<file path="src/rtl/mdio_pkg.sv">
package mdio_pkg;
  localparam int FRAME_BITS = 64;
  localparam int PRE_BITS   = 32;
  localparam int TA_FIRST   = 46;
  localparam int TA_SECOND  = 47;
  localparam int DATA_FIRST = 48;
  localparam int BUSY_BIT   = 31;
  localparam int ERR_BIT    = 30;
  localparam int CMD_RD_BIT = 15;

  localparam logic [1:0] ADDR_CFG  = 2'd0;
  localparam logic [1:0] ADDR_CMD  = 2'd1;
  localparam logic [1:0] ADDR_DATA = 2'd2;

  typedef struct packed {
    logic       rd;
    logic [4:0] phy;
    logic [4:0] regad;
  } mdio_cmd_t;
endpackage

</file>
<file path="src/rtl/mdio_clkdiv.sv">
module mdio_clkdiv #(
  parameter int DIV_W = 8
) (
  input  logic             clk,
  input  logic             rst,
  input  logic             run,
  input  logic [DIV_W-1:0] div,
  output logic             mdc,
  output logic             rise,
  output logic             fall
);
  logic [DIV_W-1:0] cnt;
  logic             tick;

  assign tick = run && (cnt == div - 1'b1);
  assign rise = tick && !mdc;
  assign fall = tick && mdc;

  always_ff @(posedge clk) begin
    if (rst || !run) begin
      cnt <= '0;
      mdc <= 1'b0;
    end else if (tick) begin
      cnt <= '0;
      mdc <= ~mdc;
    end else begin
      cnt <= cnt + 1'b1;
    end
  end
endmodule

</file>
<file path="src/rtl/mdio_frame_eng.sv">
module mdio_frame_eng
  import mdio_pkg::*;
(
  input  logic        clk,
  input  logic        rst,
  input  logic        start,
  input  logic        is_rd,
  input  logic [4:0]  phy,
  input  logic [4:0]  regad,
  input  logic [15:0] wdata,
  input  logic        rise,
  input  logic        fall,
  input  logic        mdio_i,
  output logic        active,
  output logic        mdio_o,
  output logic        mdio_oe,
  output logic        done,
  output logic [15:0] rx_data,
  output logic        ta_err
);
  localparam int CNT_W = $clog2(FRAME_BITS);
  localparam logic [CNT_W-1:0] LAST_IDX = CNT_W'(FRAME_BITS - 1);
  localparam logic [CNT_W-1:0] TA1_IDX  = CNT_W'(TA_FIRST);
  localparam logic [CNT_W-1:0] TA2_IDX  = CNT_W'(TA_SECOND);
  localparam logic [CNT_W-1:0] DAT_IDX  = CNT_W'(DATA_FIRST);
  localparam logic [CNT_W-1:0] PRE_IDX  = CNT_W'(PRE_BITS);

  logic [FRAME_BITS-1:0] shreg;
  logic [FRAME_BITS-1:0] frame;
  logic [CNT_W-1:0]      bitcnt;
  logic                  rd_q;

  assign frame  = {{PRE_BITS{1'b1}}, 2'b01, (is_rd ? 2'b10 : 2'b01), phy, regad,
                   2'b10, (is_rd ? 16'h0000 : wdata)};
  assign mdio_o = shreg[FRAME_BITS-1];
  assign done   = active && fall && (bitcnt == LAST_IDX);

  always_ff @(posedge clk) begin
    if (rst) begin
      active  <= 1'b0;
      shreg   <= '0;
      bitcnt  <= '0;
      rd_q    <= 1'b0;
      mdio_oe <= 1'b0;
      rx_data <= '0;
      ta_err  <= 1'b0;
    end else if (start && !active) begin
      active  <= 1'b1;
      shreg   <= frame;
      bitcnt  <= '0;
      rd_q    <= is_rd;
      mdio_oe <= 1'b1;
      rx_data <= '0;
      ta_err  <= 1'b0;
    end else if (active) begin
      if (rise && rd_q) begin
        if (bitcnt == TA2_IDX) ta_err <= mdio_i;
        if (bitcnt >= DAT_IDX) rx_data <= {rx_data[14:0], mdio_i};
      end
      if (fall) begin
        if (bitcnt == LAST_IDX) begin
          active  <= 1'b0;
          mdio_oe <= 1'b0;
        end else begin
          bitcnt <= bitcnt + 1'b1;
          shreg  <= {shreg[FRAME_BITS-2:0], 1'b0};
          if (rd_q && (bitcnt + 1'b1 == TA1_IDX)) mdio_oe <= 1'b0;
        end
      end
    end
  end


  preamble_ones_chk: assert property (@(posedge clk) disable iff (rst)
    active && (bitcnt < PRE_IDX) |-> mdio_o && mdio_oe);


  rd_release_chk: assert property (@(posedge clk) disable iff (rst)
    active && rd_q && (bitcnt >= TA1_IDX) |-> !mdio_oe);


  drive_on_fall_chk: assert property (@(posedge clk) disable iff (rst)
    active && $past(active) && !$past(fall) |-> $stable(mdio_o));
endmodule

</file>
<file path="src/rtl/mdio_mgmt_master.sv">
module mdio_mgmt_master
  import mdio_pkg::*;
#(
  parameter int DIV_W   = 8,
  parameter int DEF_DIV = 4,
  parameter int MIN_DIV = 2
) (
  input  logic        clk,
  input  logic        rst,
  input  logic        reg_wr,
  input  logic [1:0]  reg_addr,
  input  logic [31:0] reg_wdata,
  output logic [31:0] reg_rdata,
  output logic        mdc,
  output logic        mdio_o,
  output logic        mdio_oe,
  input  logic        mdio_i
);
  localparam logic [DIV_W-1:0] DIV_RST = DIV_W'(DEF_DIV);
  localparam logic [DIV_W-1:0] DIV_LO  = DIV_W'(MIN_DIV);

  logic [DIV_W-1:0] div_q;
  mdio_cmd_t        cmd_q;
  logic [15:0]      data_q;
  logic             err_q;
  logic             busy, wr_ok, start_rd, start_wr, start;
  logic             rise, fall, done, ta_err;
  logic [15:0]      rx_data;
  logic [4:0]       go_phy, go_reg;
  logic             unused_bits;

  assign unused_bits = ^reg_wdata[31:16];

  assign wr_ok    = reg_wr && !busy;
  assign start_rd = wr_ok && (reg_addr == ADDR_CMD) && reg_wdata[CMD_RD_BIT];
  assign start_wr = wr_ok && (reg_addr == ADDR_DATA) && !cmd_q.rd;
  assign start    = start_rd || start_wr;
  assign go_phy   = start_rd ? reg_wdata[9:5] : cmd_q.phy;
  assign go_reg   = start_rd ? reg_wdata[4:0] : cmd_q.regad;

  mdio_clkdiv #(.DIV_W(DIV_W)) u_clkdiv (
    .clk(clk), .rst(rst), .run(busy), .div(div_q),
    .mdc(mdc), .rise(rise), .fall(fall)
  );

  mdio_frame_eng u_eng (
    .clk(clk), .rst(rst), .start(start), .is_rd(start_rd),
    .phy(go_phy), .regad(go_reg), .wdata(reg_wdata[15:0]),
    .rise(rise), .fall(fall), .mdio_i(mdio_i),
    .active(busy), .mdio_o(mdio_o), .mdio_oe(mdio_oe),
    .done(done), .rx_data(rx_data), .ta_err(ta_err)
  );

  always_ff @(posedge clk) begin
    if (rst) begin
      div_q  <= DIV_RST;
      cmd_q  <= '0;
      data_q <= '0;
      err_q  <= 1'b0;
    end else begin
      if (wr_ok && (reg_addr == ADDR_CFG) && (reg_wdata[DIV_W-1:0] >= DIV_LO))
        div_q <= reg_wdata[DIV_W-1:0];
      if (wr_ok && (reg_addr == ADDR_CMD))
        cmd_q <= '{rd: reg_wdata[CMD_RD_BIT], phy: reg_wdata[9:5], regad: reg_wdata[4:0]};
      if (wr_ok && (reg_addr == ADDR_DATA))
        data_q <= reg_wdata[15:0];
      if (start)
        err_q <= 1'b0;
      else if (done && cmd_q.rd)
        err_q <= ta_err;
      if (done && cmd_q.rd)
        data_q <= rx_data;
    end
  end

  always_comb begin
    reg_rdata = '0;
    case (reg_addr)
      ADDR_CFG: begin
        reg_rdata[BUSY_BIT]  = busy;
        reg_rdata[ERR_BIT]   = err_q;
        reg_rdata[DIV_W-1:0] = div_q;
      end
      ADDR_CMD: begin
        reg_rdata[CMD_RD_BIT] = cmd_q.rd;
        reg_rdata[9:5]        = cmd_q.phy;
        reg_rdata[4:0]        = cmd_q.regad;
      end
      ADDR_DATA: reg_rdata[15:0] = data_q;
      default:   reg_rdata = '0;
    endcase
  end


  idle_quiet_chk: assert property (@(posedge clk) disable iff (rst)
    !busy |-> !mdc && !mdio_oe);


  div_floor_chk: assert property (@(posedge clk) disable iff (rst)
    reg_wr && (reg_addr == ADDR_CFG) && (reg_wdata[DIV_W-1:0] < DIV_LO) |=> $stable(div_q));


  busy_lock_chk: assert property (@(posedge clk) disable iff (rst)
    busy && reg_wr && !done |=> $stable(cmd_q) && $stable(data_q) && $stable(div_q));


  err_clear_chk: assert property (@(posedge clk) disable iff (rst)
    start |=> !err_q);
endmodule

</file>
<file path="config.mk">
export PLATFORM = sky130hd
export DESIGN_NAME = mdio_mgmt_master
export DESIGN_NICKNAME = d
export VERILOG_FILES = /design/src/rtl/mdio_pkg.sv /design/src/rtl/mdio_clkdiv.sv /design/src/rtl/mdio_frame_eng.sv /design/src/rtl/mdio_mgmt_master.sv
export SDC_FILE = /design/constraint.sdc
export NUM_CORES = 1
export LEC_CHECK = 0
export BUFFER_PORTS_ARGS = -buffer_cell sky130_fd_sc_hd__buf_2
export CAP_MARGIN = 20
export CORE_UTILIZATION = 45
export CTS_CLUSTER_SIZE = 28
export DETAILED_ROUTE_END_ITERATION = 10
export HOLD_SLACK_MARGIN = 0.05
export PLACE_DENSITY = 0.71
export SKIP_CTS_REPAIR_TIMING = 1
export SLEW_MARGIN = 20
export SYNTH_ARGS = -nofsm -noshare
export SYNTH_HDL_FRONTEND = slang
export SYNTH_SLANG_ARGS = --single-unit
</file>
<file path="constraint.sdc">
create_clock -name clk -period 6.65 [get_ports clk]
set_input_delay 0.3325 -clock clk [delete_from_list [all_inputs] [get_ports clk]]
set_output_delay 0.3325 -clock clk [all_outputs]
set_load 0.03 [all_outputs]
</file>
# Word level (Yosys, flattened, before mapping)
# Index checks and enable logic that the tools add are counted.
dict set report word_totals {
  regBits 135
  inputBits 38
  elab_cells 88
}
dict set report op_classes {
  mux 24
  n_reduce_logical 34
  addsub 3
  eq_ne 7
  n_bitwise 2
  magnitude_cmp 2
}
# cell n
set ops {}
lappend ops {{64-bit two-way mux} 4}
lappend ops {{16-bit two-way mux} 3}
lappend ops {{8-bit one-hot mux with 3 select lines} 1}
lappend ops {{6-bit equality test (second input constant)} 3}
lappend ops {{1-bit logical AND} 16}
lappend ops {{5-bit two-way mux} 3}
lappend ops {{3-bit AND reduction} 5}
lappend ops {{1-bit two-way mux} 9}
lappend ops {{8-bit by 1-bit adder with 8-bit output (second input constant)} 1}
lappend ops {{8-bit equality test} 1}
lappend ops {{8-bit by 2-bit >= comparator with 1-bit output (second input constant)} 1}
lappend ops {{8-bit by 1-bit subtractor with 8-bit output (second input constant)} 1}
lappend ops {{6-bit by 1-bit adder with 6-bit output (second input constant)} 1}
lappend ops {{6-bit >= comparator (second input constant)} 1}
lappend ops {{2-bit nonzero test} 3}
lappend ops {{2-bit OR reduction} 3}
lappend ops {{2-bit two-way mux} 2}
lappend ops {{2-bit one-hot mux with 2 select lines} 1}
lappend ops {{1-bit logical NOT} 3}
lappend ops {{3-bit nonzero test} 1}
lappend ops {{2-bit by 1-bit equality test with 1-bit output (second input constant)} 1}
lappend ops {{2-bit equality test (second input constant)} 1}
lappend ops {{2-bit logical NOT} 1}
lappend ops {{1-bit logical OR} 2}
lappend ops {{other kinds (3)} 4}

# Depth between registers and ports, before layout
# Gate-level depths: netlist of run 1.
dict set report depth {
  ltp_word 8
  depth_mapped 11
  mapped_depth_nobuf 8
}

# Cells and area by module
# Synthesis of run 1 repeated with hierarchy kept, for this count alone.
dict set report unflattened {
  cells_unflattened 744
  area_unflattened_um2 6337.3
}
# module area_each_um2 instances cells_per_inst
set by_module_without_submodules {}
lappend by_module_without_submodules {mdio_frame_eng 3639.7 1 448}
lappend by_module_without_submodules {mdio_mgmt_master 2070.7 1 222}
lappend by_module_without_submodules {mdio_clkdiv 626.9 1 74}

# Worst setup path before layout of run 1
# Ideal clock, no wire load.
dict set report synth_timing {
  path_kind {flip-flop to flip-flop}
  from {reg div_q[3]}
  to {reg u_eng.bitcnt[5]}
  setup_time_ns 0.126
  arrival_time_ns 2.403
  path_stages_with_launch 10
  synth_period_minus_slack_ns 2.529
  setup_slack_ns 4.121
  path_buffers 3
  cell_sequence {dfxtp_1 > clkbuf_1 > or4_1 > or3_1 > a211oi_2 > nand4_2 > buf_4 > buf_2 > o211ai_1 > o41ai_1}
}
dict set report synth_between {
  elab_chain_len 5
}
# element line_no
set synth_lines {}
lappend synth_lines {{start: declaration} mdio_mgmt_master.sv:22} ;# logic [DIV_W-1:0] div_q;
lappend synth_lines {{start signal: assignment} mdio_mgmt_master.sv:62} ;# div_q <= reg_wdata[DIV_W-1:0];
lappend synth_lines {{8-bit by 1-bit subtractor with 8-bit output} mdio_clkdiv.sv:15} ;# assign tick = run && (cnt == div - 1'b1);
lappend synth_lines {{8-bit equality test} mdio_clkdiv.sv:15}
lappend synth_lines {{1-bit logical AND} mdio_clkdiv.sv:15}
lappend synth_lines {{1-bit logical AND} mdio_clkdiv.sv:17} ;# assign fall = tick && mdc;
lappend synth_lines {{3-bit AND reduction (no source line)} n/a}
lappend synth_lines {{end signal: assignment} mdio_frame_eng.sv:65} ;# bitcnt <= bitcnt + 1'b1;
lappend synth_lines {{end: declaration} mdio_frame_eng.sv:30} ;# logic [CNT_W-1:0] bitcnt;
# No other way between the ends.
# A chain may end at the register's enable or synchronous reset.

# Worst setup path after layout of run 1
dict set report layout_timing {
  from {reg div_q[2]}
  to {reg u_eng.shreg[28]}
}
dict set report layout_between {
  elab_chain_len 6
}
# element line_no
set layout_lines {}
lappend layout_lines {{8-bit by 1-bit subtractor with 8-bit output} mdio_clkdiv.sv:15}
lappend layout_lines {{8-bit equality test} mdio_clkdiv.sv:15}
lappend layout_lines {{1-bit logical AND} mdio_clkdiv.sv:15}
lappend layout_lines {{1-bit logical AND} mdio_clkdiv.sv:17}
lappend layout_lines {{2-bit nonzero test (no source line)} n/a}
lappend layout_lines {{3-bit AND reduction (no source line)} n/a}
lappend layout_lines {{end signal: assignment} mdio_frame_eng.sv:49} ;# shreg <= frame;
lappend layout_lines {{end signal: assignment} mdio_frame_eng.sv:66} ;# shreg <= {shreg[FRAME_BITS-2:0], 1'b0};
lappend layout_lines {{end: declaration} mdio_frame_eng.sv:28} ;# logic [FRAME_BITS-1:0] shreg;
# No other way between the ends.

==> run metrics, run 1 <==
fraction of registers with async set/reset=0%; Post-synth top flop=dfxtp_1; R2R setup slack=3.26 ns; status=finished clean; Starting DRT DRC Count=440; hold depth=3; # nets final=776; CP max stage delay=roughly 0.62 ns; Die Width=around 120 µm; WL per Instance=14.6 µm; critical path class=flop to flop; Setup WS pre-CTS=2.81 ns; Worst Tran Pin Value=1.03 ns; Worst Setup SP=div_q[2]; endpoints failing hold=0; fin crit period=3.39 ns; Num CTS Buffers=17; Worst path slowest cell=or4_1; Worst setup EP type=flop; initial antenna violation count=0; Worst EP required=6.96 ns; Worst Setup Start Kind=flop; routed vias=~5,000; Routed Wire Length=between 10,000 and 15,000 µm; DP Wirelength=~9000 µm; Area after DPL=6360 µm²; die area=14,200 µm²; Syn Area/Cell=8.56 µm²; Clock Skews=0.00623 ns; #FFs+latches synth=135; final critical-path share of the clock period=50.9%; Post-Synthesis Cells=719; CTS tree=done; FF-to-FF path depth=7; unrepaired setup endpoints after global routing=false; number of diodes=0; Static Leak=0.00310 µW; CTS Buffer Depth=2; CORE AREA=13,300 µm²; reg2reg end=u_eng.shreg[28]; clock latency on the worst-skew pair=0.42 ns; Hold Slack=0.153 ns; sequential cell area fraction in the yosys report=43.9%; Setup WS post-layout=3.26 ns; CP Cell Sequence=or4_1, or3_1, a211oi_2, nand4_4, buf_12, buf_4, o41ai_1; global-route wire length before repair=22,600 µm; FMAX=295 MHz; total track usage=between 20% and 30%; Placer Congestion=0.825; final instance area=6950 µm²; Via density=approximately 5.4; Rel. slew slack=31.3%; hold_sp=reg_wdata[11]; PortBufs=42; clk slew on worst S/H paths=0.05 ns; Hold EP=u_eng.shreg[11]; Hold Crit Class=primary input to flop; H-tree Lvls=4; Pwr per Cell Area=274 nW/µm²; number of remaining DRC errors=0; post-synthesis instance area=6160 µm²; root buf cell=clkbuf_16; Initial Util=46.3%; commonest non-fill, non-tap cell in the layout=nor2_1; Post-synth EDFFs=0; Critical R2R Launch=div_q[2]; Crit Path Max Fanout=59; Max VDD drop=0.180 mV; vias in the first global route=4,757; clock sink total=135; max-slew violation count=0; CP arrival=3.69 ns; Netlist cell types=48; Layout area overhead=12.9%; count of final setup violators=0; DRT Pass-1 Iters=7; io pins=73; setup TNS=0 ns; # rows=42; ANT nets after route=0; total grt overflow=0; yosys warns=0; MaxCap Viol Count=0; Die H=119 µm; pin count of the biggest net entering global routing=77; share of layout cells above drive strength 1=12.4%; most frequent cells in the layout=143 x nor2_1, 135 x dfxtp_1, 71 x nand2_1
==> cell type report <==
| cell class | count | area [µm²] |
|---|---|---|
| fill | 1194 | 6340 |
| inverter | 10 | 37.5 |
| clock inverter | 7 | 67.6 |
| sequential | 135 | 2700 |
| timing repair buffer | 49 | 279 |
| multi-input combinational | 517 | 3140 |
| tap | 176 | 220 |
| clock buffer | 25 | 505 |
==> synthesized netlist by cell type (9+ instances only) <==
| cell type | instances | share of area, % |
|---|---|---|
| nor2_1 | 143 | 8.7 |
| dfxtp_1 | 135 | 44 |
| nand2_1 | 71 | 4.3 |
| mux2i_1 | 61 | 9.9 |
| a211oi_1 | 51 | 6.2 |
| clkbuf_1 | 41 | 2.5 |
| a21oi_1 | 23 | 1.9 |
| o21ai_0 | 19 | 1.5 |
| buf_4 | 16 | 2.0 |
| and3_1 | 13 | 1.3 |
| and2_1 | 12 | 1.2 |
| nor3_1 | 12 | 0.98 |
| buf_2 | 11 | 0.89 |
| nand3_1 | 11 | 0.89 |
| inv_1 | 10 | 0.61 |
| xor2_1 | 9 | 1.3 |
==> metal layers <==
metal  part of all wire (%)  vias up  track usage (%)  wire [µm]
met4                    1.4        0             6.72        184
li1                       -     2501                -          -
met1                     45     2335             25.3       6100
met3                    5.0       17             5.56        675
met2                     48      121             32.9       6460
met5                      0        -                0          0
==> sequential cells by signal, summed over array words and instances (netlist names) <==
signal and cells:
u_eng.active 1, u_clkdiv.cnt 8, cmd_q 11, u_eng.rx_data 16, err_q 1, u_eng.ta_err 1, u_clkdiv.mdc 1, u_eng.shreg 64
u_eng.rd_q 1, div_q 8, u_eng.bitcnt 6, u_eng.mdio_oe 1, data_q 16
==> per-stage QoR <==
stage / cells / total power, µW / utilization (%)
global placement: 885 / 1020 / 47.7
finish: 919 / 1900 / 52.3
global route: 919 / 1980 / 52.3
CTS: 918 / 1920 / 52.1
floorplan: 732 / 990 / -
detailed placement: 886 / 1030 / 47.8
==> worst max-delay path by stage <==
stage / end / slack [ns]
floorplan: u_eng.bitcnt[5] / 4.12
global placement: u_eng.shreg[15] / 2.97
detailed placement: u_eng.shreg[28] / 2.81
CTS: u_eng.shreg[28] / 2.79
global route: u_eng.shreg[28] / 2.98
finish: u_eng.shreg[28] / 3.26
==> logic make-up after synthesis <==
group	count (synthesis)	synth area share, %
simple gates	287	20.4
flops	135	43.9
compound gates	130	15.6
buf+inv	80	6.08
mux	61	9.92
xor+xnor	17	2.42
fa+ha+maj	8	1.63
other cells	1	0.0609
==> critical path, delay by kind of cell (launching register included) <==
family                 cells  cell delay, ns
AO/OA/AOI/OAI              2            0.81
buffers and inverters      2            0.65
flip-flops                 1            0.39
AND/OR/NAND/NOR            3            1.42
==> where the power goes <==
group / total, µW / leakage, µW / switching (µW) / internal [µW]
logic: 147 / 0.00172 / 95.0 / 51.5
clock network: 893 / 0.000275 / 332 / 561
registers: 863 / 0.00110 / 20.7 / 843
total: 1900 / 0.00310 / 448 / 1460
No activity file was read; power rests on OpenSTA's default activity.
==> run 2, diff against run 1 <==
Settings changed: ABC_AREA set to 1.
Clock period 6.65 ns to 3.3 ns, I/O delays scaled along.
==> run metrics, run 2 <==
Yosys top cell area share=42.1% (was 43.9%); fin crit period=2.71 ns (was 3.39 ns); Num CTS Buffers=17 (unchanged); CORE AREA=13,900 µm² (was 13,300 µm²); initial antenna violation count=0 (unchanged); met1 usage=29.8% (was 25.3%); share of layout cells above drive strength 1=10.9% (was 12.4%); commonest non-fill, non-tap cell in the layout=nand2_1 (was nor2_1); Rel. slew slack=57.8% (was 31.3%); yosys warns=0 (unchanged); top post-synthesis cells by area=dfxtp_1 42%, nand2_1 12%, nor2_1 7.8%, nand3_1 7.6%, o21ai_0 6.9% (was dfxtp_1 44%, mux2i_1 9.9%, nor2_1 8.7%, a211oi_1 6.2%, nand2_1 4.3%); Starting DRT DRC Count=585 (was 440); Via density=5.08 (was 5.41); CTS tree=done (unchanged); Max VDD drop=0.357 mV (was 0.180 mV); DP Wirelength=10,300 µm (was 8980 µm); Die H=121 µm (was 119 µm); clk slew on worst S/H paths=0.06 ns (was 0.05 ns); H-tree Lvls=4 (unchanged); Worst Tran Pin Value=0.633 ns (was 1.03 ns); biggest regs=u_eng.shreg: 64 flops, data_q: 16 flops, u_eng.rx_data: 16 flops (unchanged); number of remaining DRC errors=0 (unchanged); # fillers=1,398 (was 1,194); Hold Crit Class=primary input to flop (unchanged); max reg flops=64 (unchanged); Worst path slowest cell=dfxtp_1 (was or4_1); Post-Synthesis Cells=948 (was 719); # rows=43 (was 42); max-slew violation count=0 (unchanged); CP arrival=3.06 ns (was 3.69 ns); final core occ=52.3% (about the same); WL per Instance=13.1 µm (was 14.6 µm); Static Leak=0.00331 µW (was 0.00310 µW); Worst Setup Start Kind=flop (unchanged); Crit Path Max Fanout=24 (was 59); clock latency on the worst-skew pair=0.42 ns (about the same); global-route wire length before repair=25,100 µm (was 22,600 µm); endpoints failing hold=0 (unchanged); sequential cell area fraction in the yosys report=42.1% (was 43.9%); M2 GR Usage=33.2% (was 32.9%); Syn Area/Cell=6.77 µm² (was 8.56 µm²); Initial Util=46.2% (was 46.3%); MaxCap Viol Count=0 (unchanged); Routed Wire Length=15,300 µm (was 13,400 µm); io pins=73 (unchanged); Setup WS pre-CTS=0.646 ns (was 2.81 ns); post-synthesis instance area=6410 µm² (was 6160 µm²); FMAX=370 MHz (was 295 MHz); Power Total=3840 µW (was 1900 µW); Post-Place Cells=1,138 (was 886); synth cell count leaders=207 x nand2_1, 135 x dfxtp_1, 133 x nor2_1, 97 x nand3_1, 95 x inv_1 (was 143 x nor2_1, 135 x dfxtp_1, 71 x nand2_1, 61 x mux2i_1, 51 x a211oi_1); Setup WS post-layout=0.594 ns (was 3.26 ns); Post-synth top flop=dfxtp_1 (unchanged); count of final setup violators=0 (unchanged); post-synth top area cell=dfxtp_1 (unchanged); Layout area overhead=13.2% (was 12.9%); root buf cell=clkbuf_16 (unchanged); routed vias=5,924 (was 4,974); GR peak layer=met2 (unchanged); most frequent cell after synthesis=nand2_1 (was nor2_1); CTS Buffer Depth=2 (unchanged); total grt overflow=0 (unchanged); final critical-path share of the clock period=82.0% (was 50.9%); #FFs+latches synth=135 (unchanged); met3 Usage GRT=4.51% (was 5.56%); Die Width=121 µm (was 119 µm); Worst EP required=3.66 ns (was 6.96 ns); number of diodes=0 (unchanged); Worst setup EP type=flop (unchanged); Placer Congestion=0.817 (was 0.825); Post-synth EDFFs=0 (unchanged); DRT Pass-1 Iters=5 (was 7); clock sink total=135 (unchanged); setup TNS=0 ns (unchanged); # nets final=1,023 (was 776); status=finished clean (unchanged); PortBufs=42 (unchanged); ANT nets after route=0 (unchanged); fraction of registers with async set/reset=0% (unchanged); vias in the first global route=5,146 (was 4,757); non-filler cells, final=1,167 (was 919); critical path class=flop to flop (unchanged); CP Cell Sequence=inv_1, ha_1, nand2_1, inv_1, nor2_1, nand3_1, nor2_1, nand2_1, nor2_2, nand2_2, nor2_8, nand2_4, nand2_2, buf_12, nor2_1, nor2_1 (was or4_1, or3_1, a211oi_2, nand4_4, buf_12, buf_4, o41ai_1); unrepaired setup endpoints after global routing=false (unchanged); die area=14,700 µm² (was 14,200 µm²); CP max stage delay=0.39 ns (was 0.62 ns); Pwr per Cell Area=529 nW/µm² (was 274 nW/µm²); most frequent CP cell=nor2_1; Biggest register=u_eng.shreg (unchanged); Clock Skews=0.00647 ns (was 0.00623 ns); Netlist cell types=35 (was 48); total track usage=21.8% (was 20.0%); most frequent cells in the layout=207 x nand2_1, 135 x dfxtp_1, 133 x nor2_1 (was 143 x nor2_1, 135 x dfxtp_1, 71 x nand2_1); pin count of the biggest net entering global routing=71 (was 77)
[run 2: metal layers]
layer  wire (µm)  up-vias
li1            -     3056
met1        7270     2697
met2        6920      135
met3         767       36
met4         333        0
met5           0        -
[run 2: worst paths after layout]
check / startpoint / end / slack [ns] / depth (start not counted)
worst max-delay path: div_q[0] / u_eng.shreg[57] / 0.59 / 16
worst min-delay path: mdio_i / u_eng.ta_err / 0.05 / 3
worst max register to register: div_q[0] / u_eng.shreg[57] / 0.59 / 16
worst min register to register: u_eng.rx_data[12] / u_eng.rx_data[12] / 0.47 / 2
[run 2: critical path: cells and delay by family, from the launching register on]
family | cells | cell delay (ns)
flip-flops | 1 | 0.39
adder cells (fa/ha/maj) | 1 | 0.33
buffers and inverters | 3 | 0.36
AND/OR/NAND/NOR | 12 | 1.53
[run 2: area by class of cell]
cell class / count / area [µm²] / area share [%]
tap: 180 / 225 / 3.10
sequential: 135 / 2700 / 37.2
clock inverter: 11 / 106 / 1.47
multi-input combinational: 663 / 3070 / 42.2
clock buffer: 18 / 429 / 5.91
timing repair buffer: 59 / 350 / 4.83
inverter: 101 / 379 / 5.22
[run 2: logic make-up after synthesis]
| family | after synthesis | share of synthesized area (%) |
|---|---|---|
| compound gates | 166 | 13.5 |
| simple gates | 465 | 30.6 |
| xor+xnor | 10 | 1.37 |
| flops | 135 | 42.1 |
| buf+inv | 163 | 10.8 |
| fa+ha+maj | 8 | 1.56 |
| other cells | 1 | 0.0585 |
[run 2: power breakdown]
part	internal (µW)	switching (µW)	leakage [µW]	total (µW)
Clock	1020	723	0.000242	1740
Sequential	1700	41.1	0.00110	1740
Combinational	111	242	0.00197	354
Total	2830	1010	0.00331	3840
[run 2: stage by stage]
step,hold WS (ns),area [µm²]
final,0.0508,7260
after global placement,0.447,6720
after floorplan,0.310,6460
after global routing,0.0643,7260
after CTS,0.0342,7260
after detailed placement,0.454,6720
==> run 3, diff against run 2 <==
Settings changed: PLACE_DENSITY 0.71 to 0.73.
Clock period 3.3 ns to 2.3 ns, I/O delays scaled along.
==> run metrics, run 3 (same netlist as run 2, synthesis figures left out) <==
Placer Congestion=0.871 (was 0.817); number of remaining DRC errors=0 (unchanged); clk slew on worst S/H paths=0.06 ns (about the same); Internal=4600 µW (was 2830 µW); DRT Pass-1 Iters=7 (was 5); H-tree Lvls=4 (unchanged); initial antenna violation count=0 (unchanged); Num CTS Buffers=17 (unchanged); global-route wire length before repair=24,900 µm (was 25,100 µm); clock sink total=135 (unchanged); unrepaired setup endpoints after global routing=true (was false); PortBufs=42 (unchanged); sw frac=24.8% (was 26.2%); # rows=43 (unchanged); Hold Crit Class=primary input to flop (unchanged); root buf cell=clkbuf_16 (unchanged); fin crit period=2.25 ns (was 2.71 ns); vias in the first global route=5,152 (was 5,146); endpoints failing hold=0 (unchanged); Die Width=121 µm (unchanged); CTS tree=done (unchanged); pin count of the biggest net entering global routing=64 (was 71); Routed Wire Length=16,400 µm (was 15,300 µm); Hold Slack=0.0189 ns (was 0.0508 ns); max-slew violation count=0 (unchanged); Max Used Layer=met4 (unchanged); Clock Skews=0.00809 ns (was 0.00647 ns); count of final setup violators=0 (unchanged); total grt overflow=0 (unchanged); Seq pwr share=40.9% (was 45.3%); Clock Power Share=49.8% (was 45.4%); DP Wirelength=10,300 µm (about the same); Starting DRT DRC Count=556 (was 585); biggest regs=u_eng.shreg: 64 flops, data_q: 16 flops, u_eng.rx_data: 16 flops (unchanged); io pins=73 (unchanged); Worst setup EP type=flop (unchanged); CORE AREA=13,900 µm² (unchanged); Area after DPL=6910 µm² (was 6720 µm²); share of layout cells above drive strength 1=16.2% (was 10.9%); number of diodes=0 (unchanged); Worst Setup Start Kind=flop (unchanged); NetSw=1510 µW (was 1010 µW); Max VDD drop=0.568 mV (was 0.357 mV); commonest non-fill, non-tap cell in the layout=nand2_1 (unchanged); Static Leak=0.00365 µW (was 0.00331 µW); Layout area overhead=24.8% (was 13.2%); clock latency on the worst-skew pair=0.43 ns (was 0.42 ns); total track usage=21.7% (was 21.8%); ANT nets after route=0 (unchanged); MaxCap Viol Count=0 (unchanged); max reg flops=64 (unchanged); status=finished clean (unchanged); final critical-path share of the clock period=97.8% (was 82.0%); Initial Util=46.2% (unchanged); Pwr per Cell Area=764 nW/µm² (was 529 nW/µm²); routed vias=6,158 (was 5,924); FMAX=445 MHz (was 370 MHz); wire length on met2=7450 µm (was 6920 µm); Metal-1 WL=7510 µm (was 7270 µm); Biggest register=u_eng.shreg (unchanged); die area=14,700 µm² (unchanged); CTS Buffer Depth=2 (unchanged); Crit Path Max Fanout=8 (was 24); WL per Instance=13.6 µm (was 13.1 µm); # nets final=1,054 (was 1,023); logic gate share of total power=9.3% (was 9.2%); most frequent cells in the layout=190 x nand2_1, 132 x nor2_1, 132 x dfxtp_1 (was 207 x nand2_1, 135 x dfxtp_1, 133 x nor2_1); met3 WL=1100 µm (was 767 µm); critical path class=flop to flop (unchanged); Via density=5.13 (was 5.08); Worst EP required=2.66 ns (was 3.66 ns); CP arrival=2.61 ns (was 3.06 ns); Die H=121 µm (unchanged); final instance area=8000 µm² (was 7260 µm²)
-- run 3: cell count changes in the layout (fill, tap and decap cells not counted), moves of 4 or more --
cell	before	now
o21ai_0	88	76
clkbuf_16	17	22
bufinv_16	1	5
nor2_4	1	5
dlygate4sd3_1	0	9
buf_12	1	8
buf_4	16	23
nand3_1	97	93
o21ai_1	4	15
nand2_1	207	190
nand2_4	1	6
nand2_2	2	12
-- run 3: power by group through the flow --
stage | Sequential (µW) | Combinational (µW) | Clock, µW
2_1_floorplan | 2540 | 388 | 0
6_report | 2500 | 569 | 3040
5_1_grt | 2510 | 634 | 3180
3_5_place_dp | 2550 | 517 | 0
4_1_cts | 2500 | 520 | 3070
3_3_place_gp | 2540 | 511 | 0
-- run 3: path summary, 6_finish.rpt --
check	cells past startpoint	slack, ns	endpoint	start
max	15	0.05	data_q[0]	div_q[1]
min	5	0.02	u_eng.shreg[11]	reg_wdata[11]
max reg2reg	15	0.05	data_q[0]	div_q[1]
min reg2reg	2	0.45	u_eng.rx_data[15]	u_eng.rx_data[15]
-- run 3: worst max-delay path, stage by stage, from the launching register on --
cell and delay (ns):
dfxtp_2 0.33, inv_2 0.05, ha_4 0.17, or2_1 0.24, nand2_1 0.06, nand2_1 0.04, nand2_1 0.06, nand2_1 0.08
nor2_4 0.21, nand2_4 0.11, nor2_8 0.18, nand3_4 0.18, clkbuf_16 0.23, nand2_1 0.06, nand2_1 0.06, a21oi_1 0.11
-- run 3: layout make-up --
class / count / area (µm²)
inverter: 101 / 383
clock buffer: 18 / 439
fill: 1276 / 5880
multi-input combinational: 663 / 3240
clock inverter: 14 / 220
timing repair buffer: 89 / 781
tap: 180 / 225
sequential: 135 / 2710
timing repair inverter: 1 / 7.51
-- run 3: layer usage --
metal | GRT usage, % | vias up
met3 | 5.64 | 28
met4 | 7.48 | 0
met1 | 29.9 | 2787
met2 | 32.6 | 223
li1 | - | 3120
met5 | 0 | -
-- run 3: stage by stage --
stage | utilization [%] | TNS, ns | setup slack, ns | instances | total power, µW
2_1_floorplan | - | 0 | 0.208 | 961 | 2920
5_1_grt | 57.6 | -2.21 | -0.0899 | 1201 | 6320
6_report | 57.6 | 0 | 0.0511 | 1201 | 6110
3_5_place_dp | 49.8 | 0 | 0.0224 | 1151 | 3060
3_3_place_gp | 49.8 | 0 | 0.0570 | 1151 | 3050
4_1_cts | 54.5 | -0.000908 | -0.000908 | 1183 | 6090
